$ cat src/rtl/dbg_csr_pkg.sv
package dbg_csr_pkg;

  localparam int CSR_W     = 32;
  localparam int NUM_FLAGS = 4;

  // breakpoint sequence codes; values are visible in the word
  typedef enum logic [3:0] {
    BS_IDLE  = 4'b0000,
    BS_WAIT1 = 4'b0001,
    BS_HIT1  = 4'b0010,
    BS_WAIT2 = 4'b0101,
    BS_HIT2  = 4'b0110
  } bstat_e;

  // field placement inside the word
  localparam int BSTAT_LSB = 28;
  localparam int FLAG_LSB  = 24;  // pin, halt, trg, fof in bits 24..27
  localparam int REV_LSB   = 20;
  localparam int INH_BIT   = 16;
  localparam int TRC_BIT   = 10;

  // flag indices within the sticky flag vector
  localparam int FL_PIN  = 0;
  localparam int FL_HALT = 1;
  localparam int FL_TRG  = 2;
  localparam int FL_FOF  = 3;

  // flags that the GO command clears (all but fault-on-fault)
  localparam logic [NUM_FLAGS-1:0] GO_CLR_MASK = 4'b0111;

endpackage

$ cat src/rtl/dbg_bstat_fsm.sv
module dbg_bstat_fsm
  import dbg_csr_pkg::*;
(
  input  logic   clk,
  input  logic   rst,
  input  logic   arm,
  input  logic   arm_two,
  input  logic   l1_hit,
  input  logic   l2_hit,
  input  logic   tdr_clr,
  input  logic   rd_clr,
  output bstat_e state
);

  bstat_e state_q, state_d;
  logic   two_q, two_d;

  always_comb begin
    state_d = state_q;
    two_d   = two_q;
    if (arm) begin
      state_d = BS_WAIT1;
      two_d   = arm_two;
    end else if (l1_hit && state_q == BS_WAIT1) begin
      state_d = two_q ? BS_WAIT2 : BS_HIT1;
    end else if (l2_hit && state_q == BS_WAIT2) begin
      state_d = BS_HIT2;
    end else if (tdr_clr) begin
      state_d = BS_IDLE;
    end else if (rd_clr && (state_q == BS_HIT1 || state_q == BS_HIT2)) begin
      state_d = BS_IDLE;
    end
  end

  always_ff @(posedge clk) begin
    if (rst) begin
      state_q <= BS_IDLE;
      two_q   <= 1'b0;
    end else begin
      state_q <= state_d;
      two_q   <= two_d;
    end
  end

  assign state = state_q;

endmodule

$ cat src/rtl/dbg_halt_flags.sv
module dbg_halt_flags #(
  parameter int N = 4,
  parameter logic [N-1:0] GO_MASK = '0
) (
  input  logic         clk,
  input  logic         rst,
  input  logic [N-1:0] set,
  input  logic         rd_clr,
  input  logic         go_clr,
  output logic [N-1:0] flags
);

  for (genvar i = 0; i < N; i++) begin : g_flag
    logic clr;
    if (GO_MASK[i]) begin : g_go
      assign clr = rd_clr | go_clr;
    end else begin : g_rd
      assign clr = rd_clr;
    end

    always_ff @(posedge clk) begin
      if (rst)         flags[i] <= 1'b0;
      else if (set[i]) flags[i] <= 1'b1;
      else if (clr)    flags[i] <= 1'b0;
    end
  end

endmodule

$ cat src/rtl/dbg_ctrl_bits.sv
module dbg_ctrl_bits
  import dbg_csr_pkg::*;
(
  input  logic             clk,
  input  logic             rst,
  input  logic             cpu_wr,
  input  logic [CSR_W-1:0] cpu_wdata,
  input  logic             dbg_wr,
  input  logic [CSR_W-1:0] dbg_wdata,
  output logic             inhibit,
  output logic             trace
);

  always_ff @(posedge clk) begin
    if (rst) begin
      inhibit <= 1'b0;
      trace   <= 1'b0;
    end else if (dbg_wr) begin
      inhibit <= dbg_wdata[INH_BIT];
      trace   <= dbg_wdata[TRC_BIT];
    end else if (cpu_wr && !inhibit) begin
      trace   <= cpu_wdata[TRC_BIT];
    end
  end

endmodule

$ cat src/rtl/dbg_csr.sv
module dbg_csr
  import dbg_csr_pkg::*;
#(
  parameter logic [3:0] HW_REV = 4'h0
) (
  input  logic        clk,
  input  logic        rst,
  input  logic        cpu_wr,
  input  logic        cpu_rd,
  input  logic [31:0] cpu_wdata,
  input  logic        dbg_wr,
  input  logic        dbg_rd,
  input  logic [31:0] dbg_wdata,
  input  logic        tdr_wr,
  input  logic        tdr_wr_dbg,
  input  logic        bkpt_arm,
  input  logic        bkpt_two_level,
  input  logic        l1_hit,
  input  logic        l2_hit,
  input  logic        ev_fault,
  input  logic        ev_trg,
  input  logic        ev_halt,
  input  logic        ev_pin,
  input  logic        go_cmd,
  output logic [31:0] rd_data,
  output logic        wr_inhibit,
  output logic        trace_emu
);

  logic                 rd_any;
  logic                 tdr_clr;
  logic                 inhibit;
  logic                 trace;
  bstat_e               bstat;
  logic [NUM_FLAGS-1:0] flag_set;
  logic [NUM_FLAGS-1:0] flags;
  logic [CSR_W-1:0]     csr_val;

  assign rd_any  = cpu_rd | dbg_rd;
  assign tdr_clr = tdr_wr & (tdr_wr_dbg | ~inhibit);

  always_comb begin
    flag_set          = '0;
    flag_set[FL_PIN]  = ev_pin;
    flag_set[FL_HALT] = ev_halt;
    flag_set[FL_TRG]  = ev_trg;
    flag_set[FL_FOF]  = ev_fault;
  end

  dbg_bstat_fsm u_bstat (
    .clk     (clk),
    .rst     (rst),
    .arm     (bkpt_arm),
    .arm_two (bkpt_two_level),
    .l1_hit  (l1_hit),
    .l2_hit  (l2_hit),
    .tdr_clr (tdr_clr),
    .rd_clr  (rd_any),
    .state   (bstat)
  );

  dbg_halt_flags #(
    .N       (NUM_FLAGS),
    .GO_MASK (GO_CLR_MASK)
  ) u_flags (
    .clk    (clk),
    .rst    (rst),
    .set    (flag_set),
    .rd_clr (rd_any),
    .go_clr (go_cmd),
    .flags  (flags)
  );

  dbg_ctrl_bits u_ctrl (
    .clk       (clk),
    .rst       (rst),
    .cpu_wr    (cpu_wr),
    .cpu_wdata (cpu_wdata),
    .dbg_wr    (dbg_wr),
    .dbg_wdata (dbg_wdata),
    .inhibit   (inhibit),
    .trace     (trace)
  );

  always_comb begin
    csr_val = '0;
    csr_val[BSTAT_LSB +: 4]        = bstat;
    csr_val[FLAG_LSB +: NUM_FLAGS] = flags;
    csr_val[REV_LSB +: 4]          = HW_REV;
    csr_val[INH_BIT]               = inhibit;
    csr_val[TRC_BIT]               = trace;
  end

  always_ff @(posedge clk) begin
    if (rst)         rd_data <= '0;
    else if (rd_any) rd_data <= csr_val;
  end

  assign wr_inhibit = inhibit;
  assign trace_emu  = trace;

endmodule

$ cat config.mk
export PLATFORM = sky130hd
export DESIGN_NAME = dbg_csr
export DESIGN_NICKNAME = d
export VERILOG_FILES = /design/src/rtl/dbg_csr_pkg.sv /design/src/rtl/dbg_bstat_fsm.sv /design/src/rtl/dbg_halt_flags.sv /design/src/rtl/dbg_ctrl_bits.sv /design/src/rtl/dbg_csr.sv
export SDC_FILE = /design/constraint.sdc
export NUM_CORES = 1
export LEC_CHECK = 0
export BUFFER_PORTS_ARGS = -buffer_cell sky130_fd_sc_hd__buf_2
export CAP_MARGIN = 5
export CORE_MARGIN = 3
export CORE_UTILIZATION = 35
export DETAILED_ROUTE_END_ITERATION = 8
export HOLD_SLACK_MARGIN = 0.1
export PLACE_DENSITY_LB_ADDON = 0.1
export SLEW_MARGIN = 5
export SYNTH_ARGS = -nofsm -noshare
export SYNTH_HDL_FRONTEND = slang
export SYNTH_SLANG_ARGS = --single-unit
$ cat constraint.sdc
create_clock -name clk -period 1.7 [get_ports clk]
set_input_delay 0.085 -clock clk [delete_from_list [all_inputs] [get_ports clk]]
set_output_delay 0.085 -clock clk [all_outputs]
set_load 0.03 [all_outputs]
======== Word level (Yosys, flattened, before mapping) ========
Cells that the tools add are included.
word-level totals
  register bits after elaboration ......... 21
  latch bits .............................. 0
  bits in writable memories ............... 0
  ROM bits ................................ 0
  input bits .............................. 81
  output and inout bits ................... 34
  memories kept ........................... 0
operators by class
  $add $sub $neg .......................... 0
  $mul .................................... 0
  div/mod/pow operators ................... 0
  magnitude comparators ................... 0
  equal/unequal tests ..................... 4
  shifts and indexed selects .............. 0
  mux-type cells .......................... 14
  bitwise operators ....................... 5
  reductions and logical operators ........ 14
operators with widths
  kind                  count
  $mux W4               4
  $reduce_bool A2 Y1    5
  $mux W1               9
  $eq A4 B3 Y1 const B  2
  $reduce_bool A5 Y1    1
  $eq A4 B1 Y1 const B  1
  $eq A4 B2 Y1 const B  1
  $logic_and A1 B1 Y1   4
  $reduce_bool A4 Y1    1
  $mux W3               1
  $or A1 B1 Y1          3
  $reduce_or A2 Y1      1
  $and A1 B1 Y1         1
  $logic_not A1 Y1      1
  $logic_or A1 B1 Y1    1
  $not A1 Y1            1

======== Depth between registers and ports, before layout ========
Gate-level depths: netlist of the first run.
  word-level depth ........................ 8
  depth in mapped cells ................... 4
  gate-level depth less buffers ........... 3

======== Hierarchy ========
From an unflattened synthesis of the first run, not the netlist that was laid out.
unflattened totals
  cells, all modules ...................... 127
  area total of the unflattened synthesis .. 1087.3 um^2
by module, submodules not included
  module          instances  cells each  area each (um^2)  seq. area each (um^2)
  dbg_csr         1          72          605.6             200.2
  dbg_bstat_fsm   1          30          242.7             80.1
  dbg_halt_flags  1          16          147.6             80.1
  dbg_ctrl_bits   1          9           91.3              40.0

======== Worst setup path after synthesis of the first run ========
Ideal clock, no wire load.
  path type ............................... register to register
  start ................................... register u_ctrl.inhibit
  end ..................................... register u_bstat.state_q[1], in the netlist u_bstat.state[1]
  arrival time ............................ 1.047 ns
  data required time ...................... 1.621 ns
  setup slack ............................. 0.573 ns
  cell stages (with the launch flop) ...... 4
  buffers on the path ..................... 0
  cell sequence ........................... dfxtp_1 > and2b_1 > o221ai_1 > a211oi_2
on the way
  longest elaborated chain between the ends .. 6
  elaborated cells between the ends (all ways) .. 7
  classes of those cells .................. mux (3); bitwise (3); reduce/logical (1)
ends and longest elaborated chain
  element                 RTL line             RTL
  from (decl)             dbg_ctrl_bits.sv:10  output logic inhibit,
  from (signal assigned)  dbg_ctrl_bits.sv:19  inhibit <= dbg_wdata[INH_BIT];
  $not A1 Y1 *            dbg_csr.sv:40        assign tdr_clr = tdr_wr & (tdr_wr_dbg | ~inhibit);
  $or A1 B1 Y1 *          dbg_csr.sv:40
  $and A1 B1 Y1 *         dbg_csr.sv:40
  $mux W4                 dbg_bstat_fsm.sv:28  end else if (tdr_clr) begin
  $mux W4                 dbg_bstat_fsm.sv:26  end else if (l2_hit && state_q == BS_WAIT2) begin
  $mux W4                 dbg_bstat_fsm.sv:24  end else if (l1_hit && state_q == BS_WAIT1) begin
  to (signal assigned)    dbg_bstat_fsm.sv:40  state_q <= state_d;
  to (decl)               dbg_bstat_fsm.sv:15  bstat_e state_q, state_d;
Mark *: on every way between the ends. The rest lies on a longest branch, timed or not.
A chain may end at the register's enable or synchronous reset.

======== Worst setup path in the final report of the first run ========
  start ................................... register u_ctrl.inhibit
  end ..................................... register u_ctrl.trace
on the way
  longest elaborated chain between the ends .. 3
ends and longest elaborated chain
  element                              RTL line             RTL
  $logic_not A1 Y1                     dbg_ctrl_bits.sv:21  end else if (cpu_wr && !inhibit) begin
  $logic_and A1 B1 Y1                  dbg_ctrl_bits.sv:21
  $reduce_bool A2 Y1 (no source line)  --
  to (signal assigned)                 dbg_ctrl_bits.sv:20  trace <= dbg_wdata[TRC_BIT];
  to (signal assigned)                 dbg_ctrl_bits.sv:22  trace <= cpu_wdata[TRC_BIT];
  to (decl)                            dbg_ctrl_bits.sv:11  output logic trace
No other way between the ends.

==> results of run 1 <==
[what timing repair did]
item / CTS / global route
endpoints found under the hold margin: 9 / 0
endpoints found under the setup margin: 0 / 0
hold buffers: 10 / 0
setup buffers: 0 / 0
[critical path: cells and delay by family (launching register included)]
family	cells	cell delay [ns]
buffers and inverters	1	0.57
and+or+nand+nor	2	0.25
DFF	1	0.41
AOI/OAI and AO/OA	1	0.20
[area by class of cell]
cell class | instances | area share
multi-input combinational | 86 | 0.3890
sequential | 19 | 0.3276
timing repair buffer | 41 | 0.2220
tap | 30 | 0.03233
clock buffer | 3 | 0.01940
clock inverter | 1 | 0.006466
inverter | 1 | 0.003233
[final timing paths]
kind / endpoint / cells past startpoint / slack (ns) / start
min: rd_data[26] / 4 / 0.11 / dbg_rd
max: u_ctrl.trace / 4 / 0.17 / u_ctrl.inhibit
min reg2reg: rd_data[24] / 2 / 0.46 / rd_data[24]
max reg2reg: u_ctrl.trace / 4 / 0.17 / u_ctrl.inhibit
[synth_stat cells]
library cell	count	share of area
a211oi_1	1	0.0079
a211oi_2	2	0.026
a21oi_1	15	0.079
and2_4	1	0.0092
and2b_1	2	0.016
and3b_1	1	0.0092
and3b_2	1	0.011
buf_2	3	0.016
buf_4	24	0.19
conb_1	1	0.0040
dfxtp_1	19	0.40
inv_1	1	0.0040
mux2i_1	3	0.032
nand2_1	18	0.071
nand2b_1	2	0.013
nor2_1	6	0.024
nor2_2	1	0.0066
nor2b_1	1	0.0066
nor3_1	2	0.011
nor3b_1	1	0.0079
o21ai_1	1	0.0053
o21ai_2	1	0.0092
o221ai_1	2	0.018
o221ai_2	1	0.016
or2_1	1	0.0066
[power breakdown]
part / switching (mW) / total [mW] / internal, mW
sequential: 0.0134 / 0.479 / 0.466
combinational: 0.139 / 0.202 / 0.0629
clock: 0.150 / 0.240 / 0.0897
[per-stage QoR]
stage                     area (um^2)  hold slack, ns  total power, mW
after floorplan                  1031          0.1580           0.6672
after global placement           1031          0.2930           0.6710
after detailed placement         1031          0.2980           0.6730
after CTS                        1161          0.1018           0.9271
after global routing             1161          0.1119           0.9636
final                            1161          0.1053           0.9207
[flip-flops by register name (all words and copies together), names as in the netlist]
name            count
u_ctrl.trace        1
u_bstat.two_q       1
u_flags.flags       4
rd_data             9
u_bstat.state       3
u_ctrl.inhibit      1
[cell usage in the layout (no fill, tap or decap), drive strengths merged]
cell         Yosys  layout
mux2i            3       3
nand2           18      18
conb             1      23
nor3b            1       1
and3b            2       2
nor2b            1       1
o21ai            2       2
dfxtp           19      19
nand2b           2       2
clkbuf           0       3
a21oi           15      15
and2b            2       2
and2             1       1
inv              1       1
o221ai           3       3
clkinvlp         0       1
a211oi           3       3
buf             27      31
or2              1       1
nor2             7       7
nor3             2       2
dlygate4sd3      0      10
[logic make-up after synthesis]
kind of cell,share of synthesized area
compound gates,0.1623
buf+inv,0.2098
flops,0.4011
mux,0.03166
other cells,0.003954
simple gates,0.1913
[metal layers]
metal | global-route usage | vias to the layer above | routed length [um]
met5 | 0 | - | 0
met4 | 0.02980 | 0 | 14
met3 | 0.06013 | 2 | 221
met2 | 0.1629 | 37 | 784
met1 | 0.1440 | 355 | 833
li1 | - | 407 | -
==> PnR_summary.wiki, run 1 <==
{| class="wikitable"
! Metric !! Value
|-
| Status || finished, final reports clean
|-
| Horizontal die dimension || 58.06 um
|-
| Number of max-slew violations in the final report || 0
|-
| CP Capture Type || flop
|-
| Instance count after placement with tap cells included || 167
|-
| Number of instances in the synthesized netlist || 111
|-
| Start-to-end type of the worst setup path || reg2reg
|-
| Remaining global-route overflow || 0
|-
| I/O pin count || between 100 and 150
|-
| Final-layout setup total negative slack || 0 ns
|-
| Layout cells sized above 1 || 0.2781
|-
| Vias in the first global route || 666
|-
| Number of failing hold endpoints at the final stage || 0
|-
| Final net count || roughly 230
|-
| Count of buffers from port buffering || 30
|-
| Number of antenna violations at the first check in global routing || 0
|-
| Cell area after technology mapping || 948.4 um^2
|-
| DRT antenna net count || 0
|-
| Cell variety after synth || 25
|-
| CTS tree || yes
|-
| Sequential Area || 380.4 um^2
|-
| Drt via density || 4.425
|-
| Final-layout fill cell count || 279
|-
| Setup repair after global routing missed its margin || false
|-
| Clk sinks || 19
|-
| Post-layout min period || around 1.5 ns
|-
| Fin cells || 181
|-
| Mean area per synthesized cell || 8.544 um^2
|-
| Multi-input logic area || 451.7 um^2
|-
| Die area || about 0.0034 mm^2
|-
| Slowest library cell on the worst path || dlygate4sd3_1
|-
| Area of the core || 0.002522 mm^2
|-
| Max FO, Critical Path || 6
|-
| GRT Overall Usage || 0.1120
|-
| Last weighted congestion value of the routability-driven placer || 0.6641
|-
| Critical path arrival || 1.72 ns
|-
| Vertical die dimension || between 50 and 60 um
|-
| Path type of the worst min-delay path || in2reg
|-
| Delay of the slowest critical-path stage || 0.57 ns
|-
| Register clock-pin slew on the reported worst setup and hold paths || 0.12 ns
|-
| Count of max-cap constraint violations || 0
|-
| # DRC || 0
|-
| Signed area change from the synthesized netlist to the final layout || 22.43%
|-
| Launching element type of the critical path || flop
|-
| Syn. warnings || 0
|-
| Final period util || 0.8980
|-
| Crit path required time || approximately 1.9 ns
|-
| Final number of setup-violating endpoints || 0
|-
| H-Tree Level Count || 1
|-
| Number of gates given a new drive strength after cts || 0
|-
| Clock insertion delay at the later pin of the skew report || 0.30 ns
|-
| Power Density || slightly below 800 mW/mm^2
|-
| Routed WL || ~1900 um
|-
| Sequence of cells on the critical path || and3b_1, a211oi_1, nor3_1, dlygate4sd3_1
|-
| Final core area utilization || 0.4603
|-
| Worst-case setup margin in the final layout || 0.1734 ns
|-
| Global-route wire length before repair || 2891 um
|-
| CTS Buf Count || 3
|-
| Average detailed-routed wire length per instance || 10.24 um
|-
| Total of flip-flops plus latches after synthesis || 19
|-
| Number of violations reported at the end of detailed-routing iteration 0 || 15
|-
| Cell leakage power || around 0.54 nW
|-
| Number of diodes || 0
|-
| Maximum count of clock buffers along a single path || 2
|-
| Maximum number of pins on one net before global-route repair || 20
|-
| Sequential-to-total area share from yosys stat || 0.4011
|-
| Hpwl dp || around 1400 um
|-
| Worst clock skew || 0.009526 ns
|-
| Total number of placement rows || 18
|-
| 1st-pass router iterations || 3
|-
| Cell at the root of the clock tree || clkbuf_4
|-
| Peak ir drop on the vdd network || 594.3 uV
|-
| Routed via count || approximately 800
|-
| Starting density of the core || 0.3760
|-
| Post-placement worst setup slack || around 0.64 ns
|-
| Highest Clock Rate || 655.0 MHz
|}
No activity file was read; power rests on OpenSTA's default activity.
==> run 2: changes to the inputs <==
Settings changed: SYNTH_HIERARCHICAL set to 1, TNS_END_PERCENT set to 5.
Clock period 1.7 ns to 1.6 ns, I/O delays scaled along.
==> run 2 against run 1 <==
Sequential cell count is 1 higher; clock power is 74% higher; design area is 16% higher; critical endpoint is now u_ctrl/trace; cell count is 10% higher; via count is 14% higher; critical path depth stayed put; sequential share of layout area is 3.1 points lower; register-to-register slack worse by 0.06 ns.
==> PnR_summary.wiki, run 2 <==
{| class="wikitable"
! Metric !! Value
|-
| Status || finished, final reports clean
|-
| Hpwl dp || 1503 um
|-
| Final core area utilization || 0.4732
|-
| Number of flops mapped to enable cells by yosys || 0
|-
| Top cell type's share of synthesized area || 0.3682
|-
| Cell variety after synth || 29
|-
| Switching Power || 0.3400 mW
|-
| Launching element type of the critical path || flop
|-
| Vertical die dimension || 61.74 um
|-
| Sequence of cells on the critical path || nor2b_1, nor3b_1, a2111oi_2, dlygate4sd3_1
|-
| Total of flip-flops plus latches after synthesis || 20
|-
| Critical path arrival || about 1.7 ns
|-
| Last weighted congestion value of the routability-driven placer || 0.7769
|-
| Drt via density || between 4 and 5
|-
| Setup repair after global routing missed its margin || false
|-
| Final-layout setup total negative slack || 0 ns
|-
| Count of max-cap constraint violations || 0
|-
| Vias in the first global route || 800
|-
| Largest register FFs || 10
|-
| Average detailed-routed wire length per instance || 10.93 um
|-
| Starting density of the core || 0.3811
|-
| Top_reg_cell synth || dfxtp_1
|-
| Final number of setup-violating endpoints || 0
|-
| # DRC || 0
|-
| Horizontal die dimension || 61.74 um
|-
| Crit path required time || 1.80 ns
|-
| Number of failing hold endpoints at the final stage || 0
|-
| Post-layout min period || 1.486 ns
|-
| Sequential-to-total area share from yosys stat || 0.3682
|-
| Worst min-delay path startpoint || rst
|-
| Reg2reg end || u_ctrl/trace
|-
| Most instantiated library cell after synthesis || buf_4
|-
| Maximum number of pins on one net before global-route repair || 22
|-
| Start-to-end type of the worst setup path || reg2reg
|-
| Sequential power share || 0.448
|-
| Highest Clock Rate || approximately 670 MHz
|-
| Most flops, register || rd_data
|-
| Synth area leader || dfxtp_1
|-
| Most frequent cells in the layout || buf_2, conb_1, dfxtp_1
|-
| Share of flip-flops with an asynchronous set or reset || 0
|-
| Worst-case reg-to-reg path depth || 4
|-
| Worst reg2reg setup slack || 0.11 ns
|-
| Worst-case setup margin in the final layout || 0.1139 ns
|-
| Post-placement worst setup slack || 0.4708 ns
|-
| 1st-pass router iterations || 4
|-
| Layout cells sized above 1 || 0.2308
|-
| Area of the core || 0.002853 mm^2
|-
| Syn. warnings || 6
|-
| Min-Delay Endpoint || u_ctrl/inhibit
|-
| Clock insertion delay at the later pin of the skew report || 0.30 ns
|-
| I/O pin count || 115
|-
| Number of max-slew violations in the final report || 0
|-
| Number of violations reported at the end of detailed-routing iteration 0 || 14
|-
| Register clock-pin slew on the reported worst setup and hold paths || 0.12 ns
|-
| Delay of the slowest critical-path stage || 0.57 ns
|-
| Cell types occupying the most area after synthesis || dfxtp_1, buf_4, or3b_1
|-
| Power Density || 886.1 mW/mm^2
|-
| Path type of the worst min-delay path || in2reg
|-
| H-Tree Level Count || 1
|-
| Number of instances in the synthesized netlist || 127
|-
| Routed WL || 2185 um
|-
| Origin of the worst setup path || u_ctrl/inhibit
|-
| Cell at the root of the clock tree || clkbuf_4
|-
| Worst clock skew || 0.0007255 ns
|-
| Total number of placement rows || 19
|-
| Instance count after placement with tap cells included || 182
|-
| Cell leakage power || 0.6171 nW
|-
| Count of buffers from port buffering || 31
|-
| Fraction of power consumed by the clock network || 0.349
|-
| Slowest library cell on the worst path || dlygate4sd3_1
|-
| Peak ir drop on the vdd network || 477.0 uV
|-
| Critical register-to-register path startpoint || u_ctrl/inhibit
|-
| Number of antenna violations at the first check in global routing || 0
|-
| Fin cells || 200
|-
| Signed area change from the synthesized netlist to the final layout || 24.17%
|-
| Worst hold path cell count || 2
|-
| Number of diodes || 0
|-
| Worst Hold Margin || 0.1588 ns
|-
| Leading cell types by count after synthesis || buf_4, dfxtp_1, a21oi_1
|-
| Die area || 0.003811 mm^2
|-
| Internal power contribution || 0.8563 mW
|-
| Final period util || 0.9288
|-
| Clk sinks || 20
|-
| CP Capture Type || flop
|-
| CTS tree || yes
|-
| Post-CTS setup buffers || 0
|-
| Maximum count of clock buffers along a single path || 2
|-
| Logic pwr share || 0.204
|-
| Final net count || ~250
|-
| Global-route wire length before repair || 3456 um
|-
| CTS Buf Count || 3
|-
| Most common cell after layout, fill and taps aside || buf_2
|-
| Cell area after technology mapping || 0.001087 mm^2
|-
| Share of total power consumed by net switching || 0.2842
|-
| Remaining global-route overflow || 0
|-
| DRT antenna net count || 0
|-
| Routed via count || 917
|-
| GRT Overall Usage || 0.1240
|-
| Max FO, Critical Path || 5
|-
| Mean area per synthesized cell || 8.561 um^2
|}
## run 2: cell types whose count changed after synthesis, moves of 3 or more
cell / delta
o21ai_0: +7
o21ai_1: +3
or3b_1: +13
nand2_1: -13
inv_1: +7
## run 2: routing by layer
layer	share of wire	GRT usage
met1	0.47	0.1639
met2	0.43	0.1883
met3	0.088	0.02893
met4	0.0082	0.06364
met5	0	0
## run 2: what timing repair did
| action | 4_1_cts | 5_1_grt |
|---|---|---|
| gates resized for setup | 0 | 0 |
| hold endpoints to repair | 8 | 0 |
| hold buffers | 14 | 0 |
## run 2: how the worst max path moves through the flow
stage | endpoint | slack, ns
after floorplan | u_bstat/state[2] | 0.44
after global placement | u_bstat/state[2] | 0.45
after detailed placement | u_bstat/state[2] | 0.47
after CTS | u_ctrl/trace | 0.11
after global routing | u_ctrl/trace | 0.05
final | u_ctrl/trace | 0.11
## run 2: power groups by stage
stage / Sequential [mW] / Combinational (mW) / Clock [mW]
3_3_place_gp: 0.547 / 0.212 / 0
5_1_grt: 0.540 / 0.268 / 0.457
3_5_place_dp: 0.547 / 0.214 / 0
2_1_floorplan: 0.572 / 0.177 / 0
4_1_cts: 0.537 / 0.243 / 0.435
6_report: 0.536 / 0.244 / 0.417
## run 2: final cells by class
| cell class | instances | area (um^2) |
|---|---|---|
| clock inverters | 1 | 30.03 |
| multi-input cells | 91 | 529.3 |
| clock buffers | 3 | 22.52 |
| repair buffers | 45 | 295.3 |
| well taps | 31 | 38.79 |
| flip-flops and latches | 20 | 400.4 |
| fillers | 283 | 1503 |
| inverters | 9 | 33.78 |
## run 2: through the flow
stage / power [mW] / area [um^2]
final: 1.196 / 1350
after global routing: 1.265 / 1350
after CTS: 1.214 / 1350
after detailed placement: 0.7609 / 1157
after global placement: 0.7582 / 1157
after floorplan: 0.7485 / 1166
## run 2: kinds of logic after synthesis
logic type / share of synthesized area
AND/OR/NAND/NOR: 0.2025
AO/OA/AOI/OAI: 0.1772
flip-flops: 0.3682
buffers and inverters: 0.2175
multiplexers: 0.02762
other: 0.006907
## run 2: critical path, delay by kind of cell, from the launching register on
family                 cells  cell delay (ns)
and+or+nand+nor            2             0.40
DFF                        1             0.37
buffers and inverters      1             0.57
AOI/OAI and AO/OA          1             0.05
==> run 3: changes to the inputs <==
Settings changed: PLACE_DENSITY set to 0.82, PLACE_DENSITY_LB_ADDON 0.1 to unset, REMOVE_ABC_BUFFERS set to 1.
==> run 3 against run 2 <==
Register-to-register slack worse by 0.02 ns; first-iteration DRC count rose to 3.0 times the previous value; sequential share of layout area up 0.19 points; die area unchanged; sequential power about the same; sequential cell count unchanged; critical path depth unchanged; via count down 0.65%; worst setup slack worse by 0.020 ns; power down 10%; cell count up 0.50%.
==> PnR_summary.wiki, run 3 (same netlist as run 2, synthesis figures left out) <==
{| class="wikitable"
! Metric !! Value
|-
| Status || finished, final reports clean
|-
| Critical path arrival || ~1.7 ns
|-
| Worst reg2reg setup slack || 0.09 ns
|-
| Final period util || 0.9411
|-
| Power Density || 800.4 mW/mm^2
|-
| Min-Delay Endpoint || u_bstat/state[1]
|-
| Origin of the worst setup path || u_ctrl/inhibit
|-
| Number of diodes || 0
|-
| DRT antenna net count || 0
|-
| Starting density of the core || 0.3811
|-
| Most frequent cells in the layout || buf_2, conb_1, dfxtp_1
|-
| Clk sinks || 20
|-
| Cell at the root of the clock tree || clkbuf_4
|-
| Worst min-delay path startpoint || l2_hit
|-
| Launching element type of the critical path || flop
|-
| Number of max-slew violations in the final report || 0
|-
| Max FO, Critical Path || 5
|-
| CTS Buf Count || 3
|-
| Critical register-to-register path startpoint || u_ctrl/inhibit
|-
| CP Capture Type || flop
|-
| Crit path required time || 1.80 ns
|-
| # DRC || 0
|-
| Routed via count || 911
|-
| Count of max-cap constraint violations || 0
|-
| Area of the core || 0.002853 mm^2
|-
| GRT Overall Usage || 0.1080
|-
| Last weighted congestion value of the routability-driven placer || 0.7745
|-
| Post-placement worst setup slack || 0.4521 ns
|-
| Start-to-end type of the worst setup path || reg2reg
|-
| Number of gates given a new drive strength after cts || 0
|-
| Vias in the first global route || 728
|-
| Drt via density || 4.532
|-
| Worst-case reg-to-reg path depth || 4
|-
| Peak ir drop on the vdd network || around 450 uV
|-
| Number of failing hold endpoints at the final stage || 0
|-
| Most common cell after layout, fill and taps aside || buf_2
|-
| Worst clock skew || roughly 0.0017 ns
|-
| Remaining global-route overflow || 0
|-
| Count of buffers from port buffering || 31
|-
| Cell leakage power || 0.6149 nW
|-
| Largest register FFs || 10
|-
| Total number of placement rows || 19
|-
| Horizontal die dimension || between 60 and 70 um
|-
| Final-layout fill cell count || 294
|-
| Reg2reg end || u_ctrl/trace
|-
| Final core area utilization || 0.4702
|-
| Final number of setup-violating endpoints || 0
|-
| Most flops, register || rd_data
|-
| Worst hold path cell count || 3
|-
| Maximum number of pins on one net before global-route repair || 22
|-
| Number of antenna violations at the first check in global routing || 0
|-
| I/O pin count || approximately 120
|-
| Register clock-pin slew on the reported worst setup and hold paths || 0.11 ns
|-
| H-Tree Level Count || 1
|-
| Setup repair after global routing missed its margin || false
|-
| Die area || 0.003811 mm^2
|-
| Clock insertion delay at the later pin of the skew report || 0.30 ns
|-
| Hpwl dp || ~1500 um
|-
| Signed area change from the synthesized netlist to the final layout || 23.36%
|-
| Post-layout min period || 1.506 ns
|-
| Vertical die dimension || around 60 um
|-
| Highest Clock Rate || about 660 MHz
|-
| Number of violations reported at the end of detailed-routing iteration 0 || 42
|-
| Routed WL || 2183 um
|-
| Worst-case setup margin in the final layout || 0.09418 ns
|-
| CTS tree || yes
|-
| Average detailed-routed wire length per instance || approximately 11 um
|-
| Final-layout setup total negative slack || 0 ns
|-
| Maximum count of clock buffers along a single path || 2
|-
| Final net count || 252
|-
| Layout cells sized above 1 || 0.2353
|-
| Path type of the worst min-delay path || in2reg
|-
| 1st-pass router iterations || 4
|-
| Global-route wire length before repair || roughly 3100 um
|}
## run 3: how the worst max path moves through the flow
stage,to,cells past startpoint,slack [ns]
3_3_place_gp,u_bstat/state[2],6,0.47
6_report,u_ctrl/trace,4,0.09
3_5_place_dp,u_bstat/state[2],6,0.45
5_1_grt,u_ctrl/trace,4,0.004
4_1_cts,u_ctrl/trace,4,0.12
2_1_floorplan,u_bstat/state[2],3,0.44
## run 3: timing repair
item	4_1_cts	5_1_grt
hold buffers	14	0
hold endpoints to repair	8	0
setup buffers	0	0
## run 3: power by group
group | switching, mW | leakage (nW) | total, mW | internal [mW]
logic | 0.162 | 0.429 | 0.246 | 0.0835
clock network | 0.153 | 0.0210 | 0.292 | 0.139
registers | 0.0143 | 0.164 | 0.536 | 0.521
total | 0.330 | 0.615 | 1.07 | 0.744
## run 3: metal layers
| metal | GRT usage | up-vias | routed length [um] |
|---|---|---|---|
| li1 | - | 472 | - |
| met1 | 0.1443 | 398 | 1059 |
| met2 | 0.1719 | 39 | 950 |
| met3 | 0.03719 | 2 | 162 |
| met4 | 0.01818 | 0 | 10 |
| met5 | 0 | - | 0 |
## run 3: worst max-delay path: stages, from the launching register on
cell	delay, ns
dfxtp_1	0.36
nor2b_1	0.16
nor3b_1	0.26
a2111oi_2	0.06
dlygate4sd3_1	0.57
## run 3: final cells by class
| type | count | area, um^2 | share of cell area |
|---|---|---|---|
| multi-input combinational | 91 | 529.3 | 0.3946 |
| sequential | 20 | 400.4 | 0.2985 |
| timing repair buffer | 46 | 302.8 | 0.2257 |
| tap | 31 | 38.79 | 0.02892 |
| clock buffer | 4 | 36.28 | 0.02705 |
| inverter | 9 | 33.78 | 0.02519 |
## run 3: stage by stage
stage          hold slack [ns]  power (mW)  instance area (um^2)  std cells
2_1_floorplan           0.1491      0.6892                 963.4        120
3_3_place_gp            0.3135      0.7591                  1165        183
3_5_place_dp            0.3230      0.7616                  1165        183
4_1_cts                 0.1473       1.081                  1341        201
5_1_grt                 0.1746       1.127                  1341        201
6_report                0.1575       1.074                  1341        201
